**config.mk**
```make
export PLATFORM = sky130hd
export DESIGN_NAME = hyst_iloop_ctrl
export DESIGN_NICKNAME = d
export VERILOG_FILES = /design/src/rtl/hic_pkg.sv /design/src/rtl/hic_err_sub.sv /design/src/rtl/hic_band_cmp.sv /design/src/rtl/hic_sw_state.sv /design/src/rtl/hyst_iloop_ctrl.sv
export SDC_FILE = /design/constraint.sdc
export NUM_CORES = 1
export LEC_CHECK = 0
export ABC_AREA = 1
export ABC_CLOCK_PERIOD_IN_PS = 1100
export BUFFER_PORTS_ARGS = -buffer_cell sky130_fd_sc_hd__buf_2
export CAP_MARGIN = 20
export CORE_MARGIN = 2
export CORE_UTILIZATION = 40
export CTS_CLUSTER_SIZE = 8
export DETAILED_ROUTE_END_ITERATION = 12
export SLEW_MARGIN = 0
export SYNTH_ARGS = -nofsm -noshare
export SYNTH_HDL_FRONTEND = slang
export SYNTH_HIERARCHICAL = 1
export SYNTH_SLANG_ARGS = --single-unit
```
**constraint.sdc**
```tcl
create_clock -name clk -period 1.1 [get_ports clk]
set_clock_uncertainty 0.1 [all_clocks]
set_input_delay 0.22 -clock clk [delete_from_list [all_inputs] [get_ports clk]]
set_output_delay 0.22 -clock clk [all_outputs]
set_load 0.05 [all_outputs]
```
**src/rtl/hic_pkg.sv**
```systemverilog
package hic_pkg;
   // Encoding of the registered AC polarity.
   typedef enum logic {
      POL_POS = 1'b0,
      POL_NEG = 1'b1
   } pol_e;

   // Action requested by the band comparators for one clock.
   typedef enum logic [1:0] {
      ACT_HOLD = 2'b00,
      ACT_SET  = 2'b01,
      ACT_CLR  = 2'b10
   } act_e;
endpackage

```
**src/rtl/hic_err_sub.sv**
```systemverilog
module hic_err_sub #(
   parameter int W = 16
) (
   input  logic signed [W-1:0] meas,
   input  logic signed [W-1:0] refv,
   output logic signed [W:0]   err
);
   localparam int EW = W + 1;

   logic signed [EW-1:0] meas_x;
   logic signed [EW-1:0] ref_x;

   // Sign-extend one bit so the difference of two full-scale samples fits.
   always_comb begin
      meas_x = {meas[W-1], meas};
      ref_x  = {refv[W-1], refv};
      err    = meas_x - ref_x;
   end
endmodule

```
**src/rtl/hic_band_cmp.sv**
```systemverilog
module hic_band_cmp #(
   parameter int W           = 16,
   parameter bit SIGNED_BAND = 1'b1
) (
   input  logic signed [W:0]   err,
   input  logic        [W-1:0] band,
   output logic                above,
   output logic                below
);
   localparam int EW = W + 1;

   logic signed [EW-1:0] h_pos;
   logic signed [EW-1:0] h_neg;

   generate
      if (SIGNED_BAND) begin : g_signed_band
         // Negative half-band collapses to zero width.
         always_comb begin
            if (band[W-1]) h_pos = '0;
            else           h_pos = {1'b0, band};
         end
      end else begin : g_unsigned_band
         always_comb h_pos = {1'b0, band};
      end
   endgenerate

   always_comb begin
      h_neg = -h_pos;
      above = (err > h_pos);
      below = (err < h_neg);
   end
endmodule

```
**src/rtl/hic_sw_state.sv**
```systemverilog
module hic_sw_state
   import hic_pkg::*;
(
   input  logic clk,
   input  logic rst_n,
   input  logic en,
   input  logic pol_in,
   input  logic above,
   input  logic below,
   output logic pol_q,
   output logic u
);
   pol_e pol_r;
   act_e act;
   logic u_next;

   // Polarity picks which band edge sets and which clears the command.
   always_comb begin
      act = ACT_HOLD;
      if (pol_r == POL_POS) begin
         if (above)      act = ACT_CLR;
         else if (below) act = ACT_SET;
      end else begin
         if (below)      act = ACT_CLR;
         else if (above) act = ACT_SET;
      end
   end

   always_comb begin
      unique case (act)
         ACT_SET: u_next = 1'b1;
         ACT_CLR: u_next = 1'b0;
         default: u_next = u;
      endcase
      if (!en) u_next = 1'b0;
   end

   always_ff @(posedge clk or negedge rst_n) begin
      if (!rst_n) begin
         u     <= 1'b0;
         pol_r <= POL_POS;
      end else begin
         u     <= u_next;
         pol_r <= pol_e'(pol_in);
      end
   end

   assign pol_q = pol_r;
endmodule

```
**src/rtl/hyst_iloop_ctrl.sv**
```systemverilog
module hyst_iloop_ctrl #(
   parameter int W           = 16,
   parameter bit SIGNED_BAND = 1'b1
) (
   input  logic         clk,
   input  logic         rst_n,
   input  logic         en,
   input  logic         pol_neg,
   input  logic [W-1:0] i_meas,
   input  logic [W-1:0] i_ref,
   input  logic [W-1:0] half_band,
   output logic         sw_on
);
   localparam int EW = W + 1;

   generate
      if (W < 2) begin : g_bad_width
         $error("hyst_iloop_ctrl: W must be at least 2");
      end
   endgenerate

   logic signed [EW-1:0] err;
   logic                 above;
   logic                 below;
   logic                 pol_q;

   hic_err_sub #(.W(W)) u_err (
      .meas (i_meas),
      .refv (i_ref),
      .err  (err)
   );

   hic_band_cmp #(.W(W), .SIGNED_BAND(SIGNED_BAND)) u_cmp (
      .err   (err),
      .band  (half_band),
      .above (above),
      .below (below)
   );

   hic_sw_state u_state (
      .clk    (clk),
      .rst_n  (rst_n),
      .en     (en),
      .pol_in (pol_neg),
      .above  (above),
      .below  (below),
      .pol_q  (pol_q),
      .u      (sw_on)
   );
endmodule

```
After elaboration in Yosys (flattened, before gate mapping)
Cells that the tools add are included.
{"block": "word_totals", "mem_count": 0, "latch_bits": 0, "regBits": 2, "rom_bits": 0, "wordCells": 17, "in_bits": 52, "out_inout_bits": 1, "ram_bits": 0}
{"block": "op_classes", "n_addsub": 2, "bitwise": 0, "div_mod_pow": 0, "n_eq_ne": 3, "n_reduce_logical": 0, "magnitude_cmp": 2, "muxes": 8, "multipliers": 0, "n_shift": 0}
{"op": "$gt A17 B16 Y1", "n": 1}
{"op": "$lt A17 B17 Y1", "n": 1}
{"op": "$neg A15 Y17", "n": 1}
{"op": "$sub A16 B16 Y17", "n": 1}
{"op": "$mux W15", "n": 1}
{"op": "$mux W2", "n": 3}
{"op": "$mux W1", "n": 3}
{"op": "$ne A3 B1 Y1 const B", "n": 1}
{"op": "$eq A2 B1 Y1 const B", "n": 1}
{"op": "$eq A2 B2 Y1 const B", "n": 1}
{"op": "$pmux W1 S2", "n": 1}

Depth between registers and ports, before layout
Gate-level depths: netlist of run 1.
{"block": "depth", "word_depth": 9, "ltp_mapped": 27, "mapped_depth_nobuf": 27}

By module
Netlist of run 1, hierarchy kept.
{"mod": "hic_band_cmp", "area_each_um2": 1295.0, "instances": 1, "seq_area_each_um2": 0.0, "cells_per_inst": 218}
{"mod": "hic_err_sub", "area_each_um2": 1072.3, "instances": 1, "seq_area_each_um2": 0.0, "cells_per_inst": 218}
{"mod": "hic_sw_state", "area_each_um2": 85.1, "instances": 1, "seq_area_each_um2": 50.0, "cells_per_inst": 11}

Least setup slack after synthesis of run 1
OpenSTA, ideal clock, no wires.
{"block": "synth_timing", "path_type": "in2reg", "from": "input port i_meas[0]", "to": "register u_state.u", "arrival_ns": 2.543, "path_slack_ns": -1.615, "stages": 24, "required_ns": 0.928, "setup_time_ns": 0.072, "path_buffers": 0, "cell_sequence": "inv_1 -> ha_1 -> fa_1 -> inv_1 -> nand2_1 -> nand2_1 -> nand3_1 -> nand2_1 -> nand2_1 -> nand3_1 -> nand2_1 -> ha_1 -> nand2_1 -> nor2_1 -> nand2_1 -> nor2_1 -> inv_1 -> a21oi_1 -> nor2_1 -> nor2_1 -> inv_1 -> nand2_1 -> nor2_1 -> nor2_1"}
{"block": "synth_between", "elab_chain_cells": 8, "elab_cells_between_ends": 13, "cone_classes": "add/sub: 1; order compare: 2; eq/ne: 3; mux: 7"}
{"element": "start: declaration", "line_no": "hyst_iloop_ctrl.sv:9", "text": "input logic [W-1:0] i_meas,"}
{"element": "$sub A16 B16 Y17 (*)", "line_no": "hic_err_sub.sv:17", "text": "err = meas_x - ref_x;"}
{"element": "named net err[14]", "line_no": "hyst_iloop_ctrl.sv:22", "text": "logic signed [EW-1:0] err;"}
{"element": "$gt A17 B16 Y1 (*)", "line_no": "hic_band_cmp.sv:29", "text": "above = (err > h_pos);"}
{"element": "named net above", "line_no": "hyst_iloop_ctrl.sv:23", "text": "logic above;"}
{"element": "$mux W1", "line_no": "hic_sw_state.sv:25", "text": "else if (above) act = ACT_SET;"}
{"element": "$mux W2", "line_no": "hic_sw_state.sv:24", "text": "if (below) act = ACT_CLR;"}
{"element": "$mux W2 (*)", "line_no": "hic_sw_state.sv:20", "text": "if (pol_r == POL_POS) begin"}
{"element": "$eq A2 B2 Y1 or $eq A2 B1 Y1 (tied branches)", "line_no": "hic_sw_state.sv:30", "text": "unique case (act)"}
{"element": "$pmux W1 S2", "line_no": "hic_sw_state.sv:30"}
{"element": "$mux W1", "line_no": "hic_sw_state.sv:35", "text": "if (!en) u_next = 1'b0;"}
{"element": "end signal: assignment", "line_no": "hic_sw_state.sv:43", "text": "u <= u_next;"}
{"element": "end: declaration", "line_no": "hic_sw_state.sv:11", "text": "output logic u"}
Mark *: on every way through the listed nets, which the timed path passes. The rest lies on a longest branch.
A chain may end at the register's enable or synchronous reset.

Final worst setup path of run 1
{"block": "layout_timing", "from": "input port i_meas[3]", "to": "register u_state.u"}
The elaborated chain is that of the path after synthesis.

==> results of run 1 <==
-- power by group through the flow --
stage / combinational, mW / clock, mW / sequential [mW]
floorplan: 1.21 / 0 / 0.113
global placement: 1.93 / 0 / 0.0881
detailed placement: 1.98 / 0 / 0.0876
CTS: 2.15 / 0.289 / 0.0868
global route: 2.58 / 0.300 / 0.0881
finish: 2.26 / 0.283 / 0.0867
-- metrics by stage --
stage / cell area (um^2) / hold WS, ns
after global placement: 3298 / -0.09370
after floorplan: 2475 / -0.1756
after global routing: 3707 / 0.02931
final: 3707 / 0.03417
after detailed placement: 3298 / -0.08832
after CTS: 3548 / 0.02628
-- state kept, by name (all words and copies together), names as in the netlist --
name	flops
u_state/pol_q	1
u_state/u	1
-- cell families after synthesis --
kind of cell	synth area share
XOR/XNOR	0.05714
adder cells (fa/ha/maj)	0.2531
AND/OR/NAND/NOR	0.4423
buffers and inverters	0.1719
flip-flops	0.02041
AO/OA/AOI/OAI	0.05510
-- worst register-to-register path, stage by stage, from the launching register on --
cell and delay (ns):
dfrtp_1 0.37, inv_1 0.06, nand2_1 0.04, nand3_1 0.06
nor2_1 0.05
-- per-layer routing --
metal | up-vias | part of all wire
met3 | 2 | 0.023
met2 | 32 | 0.49
li1 | 1586 | -
met5 | - | 0
met4 | 0 | 0.0025
met1 | 1212 | 0.48
-- cell usage in the layout (no fill, tap or decap), drive strengths merged, types with 3 or more instances in the layout --
cell type / instances
a21o: 3
a21oi: 18
buf: 118
clkbuf: 3
ha: 48
inv: 108
nand2: 170
nand3: 25
nor2: 42
nor3: 5
o21ai: 3
xnor2: 6
xor2: 10
-- path summary, 6_finish.rpt --
| path | end | slack, ns |
|---|---|---|
| max in group asynchronous | u_state/u | 0.57 |
| min in group asynchronous | u_state/pol_q | 0.23 |
| min reg2reg | u_state/u | 0.39 |
| max reg2reg | u_state/u | 0.32 |
| max | u_state/u | -1.45 |
| min | u_state/pol_q | 0.03 |
-- what timing repair did --
item | CTS | global route
buffers inserted | 2 | 0
pin swaps | 28 | 18
endpoints found under the hold margin | 2 | 0
hold buffers | 1 | 0
gates resized for setup | 37 | 24
endpoints found under the setup margin | 2 | 2
-- area by class of cell --
type	count	area share
Clock buffer	3	0.01114
Inverter	108	0.1127
Multi-Input combinational cell	336	0.6254
Sequential cell	2	0.01350
Tap cell	75	0.02531
Timing Repair Buffer	119	0.2119
==> metrics.txt, run 1 <==
status finished, violations left; failing checks setup timing; Non-Filler Instances 643; Yosys top cell area share 0.2449; vias 2832; Fmax 0.3916 GHz; setup violators final 2; share of layout cells above drive strength 1 0.3486; Req. time, crit path 1.14 ns; Inst Count DP 637; dominant cell by count in the synthesized netlist nand2_1; Via density 4.404; Placeable Area 5921 um^2; Clk pwr share 0.108; Comb pwr share 0.860; CTS root buffer clkbuf_8; CP Cell Sequence buf_2 -> ha_1 -> or2_1 -> nand3_4 -> nand2_4 -> buf_6 -> xor2_4 -> ha_4 -> nand2_1 -> nor2_2 -> nand2_1 -> nor2_1 -> nand2_1 -> nand3_1 -> nor2_1 -> nor2_1 -> inv_1 -> nand2_1 -> nor2_1 -> nor2_1; drt first-iter violations 78; list of most frequent post-synthesis cells nand2_1 (159), inv_1 (104), ha_1 (48); CTS tree yes; Skew-Pair Late Insertion Delay 0.21 ns; final WL 6.327 mm; actual slew at the worst max-slew pin 0.3208 ns; Worst Setup SP i_meas[3]; sequential power share 0.033; GRT met3 Usage 0.01087; Sink Count 2; asr flop ratio synth 1.000; switching share of power 0.4803; initial antenna violation count 0; I/O pins 53; CTS Buffer Depth 2; setup TNS -1.461 ns; synthesis-stage register bit count 2; met1 Usage GRT 0.2351; reg2reg path depth 4; synth-to-layout area growth 51.17%; Starting Density 0.4142; post-DP HPWL 5.454 mm; r2r startpoint u_state/pol_q; pwr/cell area 709.3 nW/um^2; first-pass GRT wire length 10.48 mm; largest net degree at the start of global routing 7; Worst setup SP type primary input; Final Util 0.6262; Avg Inst Size Synth 5.486 um^2; largest area contributor in the netlist ha_1; Internal 1.367 mW; total CTS buffers 3; min Tclk post-route 2.554 ns; leakage power total 2.259 nW; Syn Nets 548; Post-Syn Instances 447; critical path depth 20; Top delay family on crit path simple AND/OR/NAND/NOR gates; CP most frequent cell nor2_1; Post-Syn Area 2452 um^2; Seq/Total Area, Yosys 0.02041; RePlAce Congestion 0.8407; Psw 1.263 mW; Hold Violations, Final 0; critical path arrival 2.59 ns; hold wc startpoint pol_neg; Worst Hold Class in2reg; Yosys cell types 26; M2 GR Usage 0.3702; total power 2.630 mW; WP buf/inv 3; gr ovfl total 0; Hold Crit Depth 1; DR DRC count 0; post-DR wirelength/cell 9.840 um; Setup WS post-layout -1.454 ns; crit path kind in2reg; Worst-path clk slew 0.03 ns; max cap viols 0; Multi-input gate area 2318 um^2; busiest grt layer met2; vias in the first global route 2593; Crit path largest cell delay 0.31 ns; Worst setup EP type flop; number of synthesized flops with an enable pin 0; number of fill cells 590; Die Wd 82.30 um; DIE HEIGHT 82.30 um; register area 50.05 um^2; FP Rows 28; GR Util All Layers 0.1911; fin nets 671; Diodes inserted 0; top cells by area, synth ha_1 (24%), nand2_1 (24%), inv_1 (16%), nor2_1 (5.7%), nand3_1 (4.5%); Place WS -1.927 ns; peak supply drop 0.3110 mV; die area 6773 um^2; first drt pass iteration count 4; critical path fanouts, max 3; Slew headroom 0.7839; H-tree Lvls 1; yosys warns 6; PortBufs 52; fin crit share 2.321; CP max-delay cell ha_1; RSZ-0062 raised after global routing yes; ys flop type dfrtp_1; Pins Over Slew Limit 0; DRT antenna net count 0
Note: power is estimated with default switching activity, not from simulation.
==> inputs of run 2 (changes only) <==
--- a/config.mk
+++ b/config.mk
@@ -7,14 +7,13 @@
 export LEC_CHECK = 0
 export ABC_AREA = 1
 export ABC_CLOCK_PERIOD_IN_PS = 1100
-export BUFFER_PORTS_ARGS = -buffer_cell sky130_fd_sc_hd__buf_2
 export CAP_MARGIN = 20
 export CORE_MARGIN = 2
 export CORE_UTILIZATION = 40
 export CTS_CLUSTER_SIZE = 8
 export DETAILED_ROUTE_END_ITERATION = 12
+export DONT_BUFFER_PORTS = 1
 export SLEW_MARGIN = 0
 export SYNTH_ARGS = -nofsm -noshare
 export SYNTH_HDL_FRONTEND = slang
-export SYNTH_HIERARCHICAL = 1
 export SYNTH_SLANG_ARGS = --single-unit
==> metrics.txt, run 2 <==
number of synthesized flops with an enable pin 0; RePlAce Congestion 0.8994; Placeable Area 5439 um^2; post-DP HPWL 4.938 mm; setup violators final 1; post-synthesis mux area share 0; Crit path largest cell delay 0.28 ns; hold wc startpoint en; WP buf/inv 3; crit path kind in2reg; vias 2519; reg2reg end u_state.u; peak supply drop 0.7086 mV; list of most frequent post-synthesis cells nand2_1 (100), inv_1 (68), ha_1 (42); Req. time, crit path 1.09 ns; first-pass GRT wire length 9.763 mm; first drt pass iteration count 6; post-synthesis adder-cell area fraction 0.2449; GR Util All Layers 0.1883; Die Wd 78.62 um; reg2reg path depth 4; share of layout cells above drive strength 1 0.4061; Hold Crit Depth 2; DIE HEIGHT 78.62 um; CTS root buffer clkbuf_8; Sink Count 2; Via density 4.753; FP Rows 27; Compound-Gate Fraction of Synth Area 0.1067; top cells by area, synth ha_1 (24%), nand2_1 (17%), inv_1 (11%), a21oi_1 (4.7%), nand3_1 (4.5%); asr flop ratio synth 1.000; Diodes inserted 0; CP Cell Sequence inv_2 -> ha_4 -> buf_12 -> nand2_2 -> nor2_4 -> nand3_2 -> nand3_4 -> nand2_4 -> nand3_4 -> xor2_2 -> inv_2 -> ha_4 -> nand2_4 -> nor2_2 -> nand2_1 -> nand3b_1 -> nor2_2 -> a21oi_2 -> nand2_1 -> nand2_1 -> nand2_1 -> nand2_1 -> nor2_1 -> nor2_1; Worst setup EP type flop; Post-Syn Instances 368; Worst-path clk slew 0.03 ns; hold endpoint u_state.u; CTS Buffer Depth 2; Seq/Total Area, Yosys 0.02247; H-tree Lvls 1; Non-Filler Instances 530; Yosys cell types 36; Skew-Pair Late Insertion Delay 0.21 ns; I/O pins 53; PortBufs 0; CP max-delay cell ha_4; failing checks setup timing; largest family of logic cells by synthesized area simple AND/OR/NAND/NOR gates; synth-to-layout area growth 52.58%; critical path arrival 2.73 ns; largest area contributor in the netlist ha_1; most frequent cells in the layout buf_4 (85), nand2_1 (83), inv_1 (61), ha_1 (31), nand2_2 (20); leakage power total 1.871 nW; Post-Synth Simple-Gate Area 0.4112; reg2reg setup slack 0.20 ns; min Tclk post-route 2.736 ns; Yosys top cell area share 0.2360; pwr/cell area 782.2 nW/um^2; RSZ-0062 raised after global routing yes; Fmax 0.3654 GHz; Setup WS post-layout -1.636 ns; hold slack 0.05422 ns; Top delay family on crit path simple AND/OR/NAND/NOR gates; post-DR wirelength/cell 11.82 um; Inst Count DP 514; largest net degree at the start of global routing 10; fin nets 555; Worst Hold Class in2reg; Slew headroom 0.7572; gr ovfl total 0; initial antenna violation count 0; die area 6180 um^2; max cap viols 0; CP most frequent cell nand2_1; vias in the first global route 2350; r2r startpoint u_state.u; total CTS buffers 3; Avg Inst Size Synth 6.052 um^2; Post-Syn Area 2227 um^2; Starting Density 0.4095; DRT antenna net count 0; fin crit share 2.488; drt first-iter violations 70; yosys warns 0; final WL 6.264 mm; actual slew at the worst max-slew pin 0.3613 ns; status finished, violations left; XOR/XNOR Fraction of Synth Area 0.08596; synthesis-stage register bit count 2; ys flop type dfrtp_1; CTS tree yes; Hold Violations, Final 0; Syn Nets 463; DR DRC count 0; commonest non-fill, non-tap cell in the layout buf_4; critical path fanouts, max 3; Pins Over Slew Limit 0; Worst setup SP type primary input; dominant cell by count in the synthesized netlist nand2_1
run 2: cell types whose count changed in the layout (fill, tap and decap cells not counted), sizes merged, moves of 3 or more:
| cell | previous run | this run |
|---|---|---|
| xnor2 | 6 | 9 |
| nand4 | 2 | 9 |
| inv | 108 | 71 |
| buf | 118 | 86 |
| nand2 | 170 | 114 |
| nor2 | 42 | 32 |
| o21ai | 3 | 7 |
| a21oi | 18 | 22 |
| ha | 48 | 42 |
run 2: logic make-up (layout without fill, tap and decap cells):
group                    Yosys count  in the layout
XOR/XNOR                          21             21
AO/OA/AOI/OAI                     40             40
flip-flops                         2              2
adder cells (fa/ha/maj)           43             43
buffers and inverters             72            162
AND/OR/NAND/NOR                  190            190
run 2: power by group:
group | total [mW] | internal, mW | leakage [nW] | switching, mW
Combinational | 2.29 | 1.10 | 1.82 | 1.19
Sequential | 0.0872 | 0.0825 | 0.0245 | 0.00465
Clock | 0.281 | 0.231 | 0.0216 | 0.0504
run 2: final cells by class:
type                    instances  area (um^2)
multi-input cells             294         2260
well taps                      72        90.09
repair buffers                 88        678.2
flip-flops and latches          2        50.05
fillers                       497         2041
inverters                      71        279.0
clock buffers                   3        41.29
run 2: how the worst max path moves through the flow:
stage                   start        end  slack (ns)  cells past startpoint
floorplan           i_meas[0]  u_state.u       -1.73                     22
global placement     i_ref[6]  u_state.u       -1.97                     24
detailed placement  i_meas[0]  u_state.u       -2.00                     23
CTS                 i_meas[0]  u_state.u       -1.64                     23
global route         i_ref[4]  u_state.u       -1.81                     24
finish               i_ref[4]  u_state.u       -1.64                     24
run 2: what timing repair did:
action,in CTS,in global routing
setup endpoints to repair,1,1
endpoints found under the hold margin,3,0
gates resized for setup,37,33
setup buffers,7,4
pin swaps,43,31
hold buffers,2,0
run 2: routing by layer:
| metal | GRT usage | vias up | wire length (um) |
|---|---|---|---|
| met4 | 0.03684 | 0 | 82 |
| met3 | 0.01609 | 6 | 194 |
| met2 | 0.3308 | 50 | 3073 |
| met1 | 0.2503 | 1099 | 2913 |
| li1 | - | 1364 | - |
| met5 | 0 | - | 0 |
run 2: through the flow:
step / instance area [um^2] / util / TNS [ns] / worst slack, ns / power, mW
after floorplan: 2332 / - / -1.727 / -1.727 / 1.361
after global placement: 2978 / 0.5475 / -1.966 / -1.966 / 1.993
after detailed placement: 2978 / 0.5475 / -2.002 / -2.002 / 2.028
after CTS: 3219 / 0.5919 / -1.645 / -1.645 / 2.485
after global routing: 3398 / 0.6248 / -1.814 / -1.814 / 2.941
final: 3398 / 0.6248 / -1.636 / -1.636 / 2.658
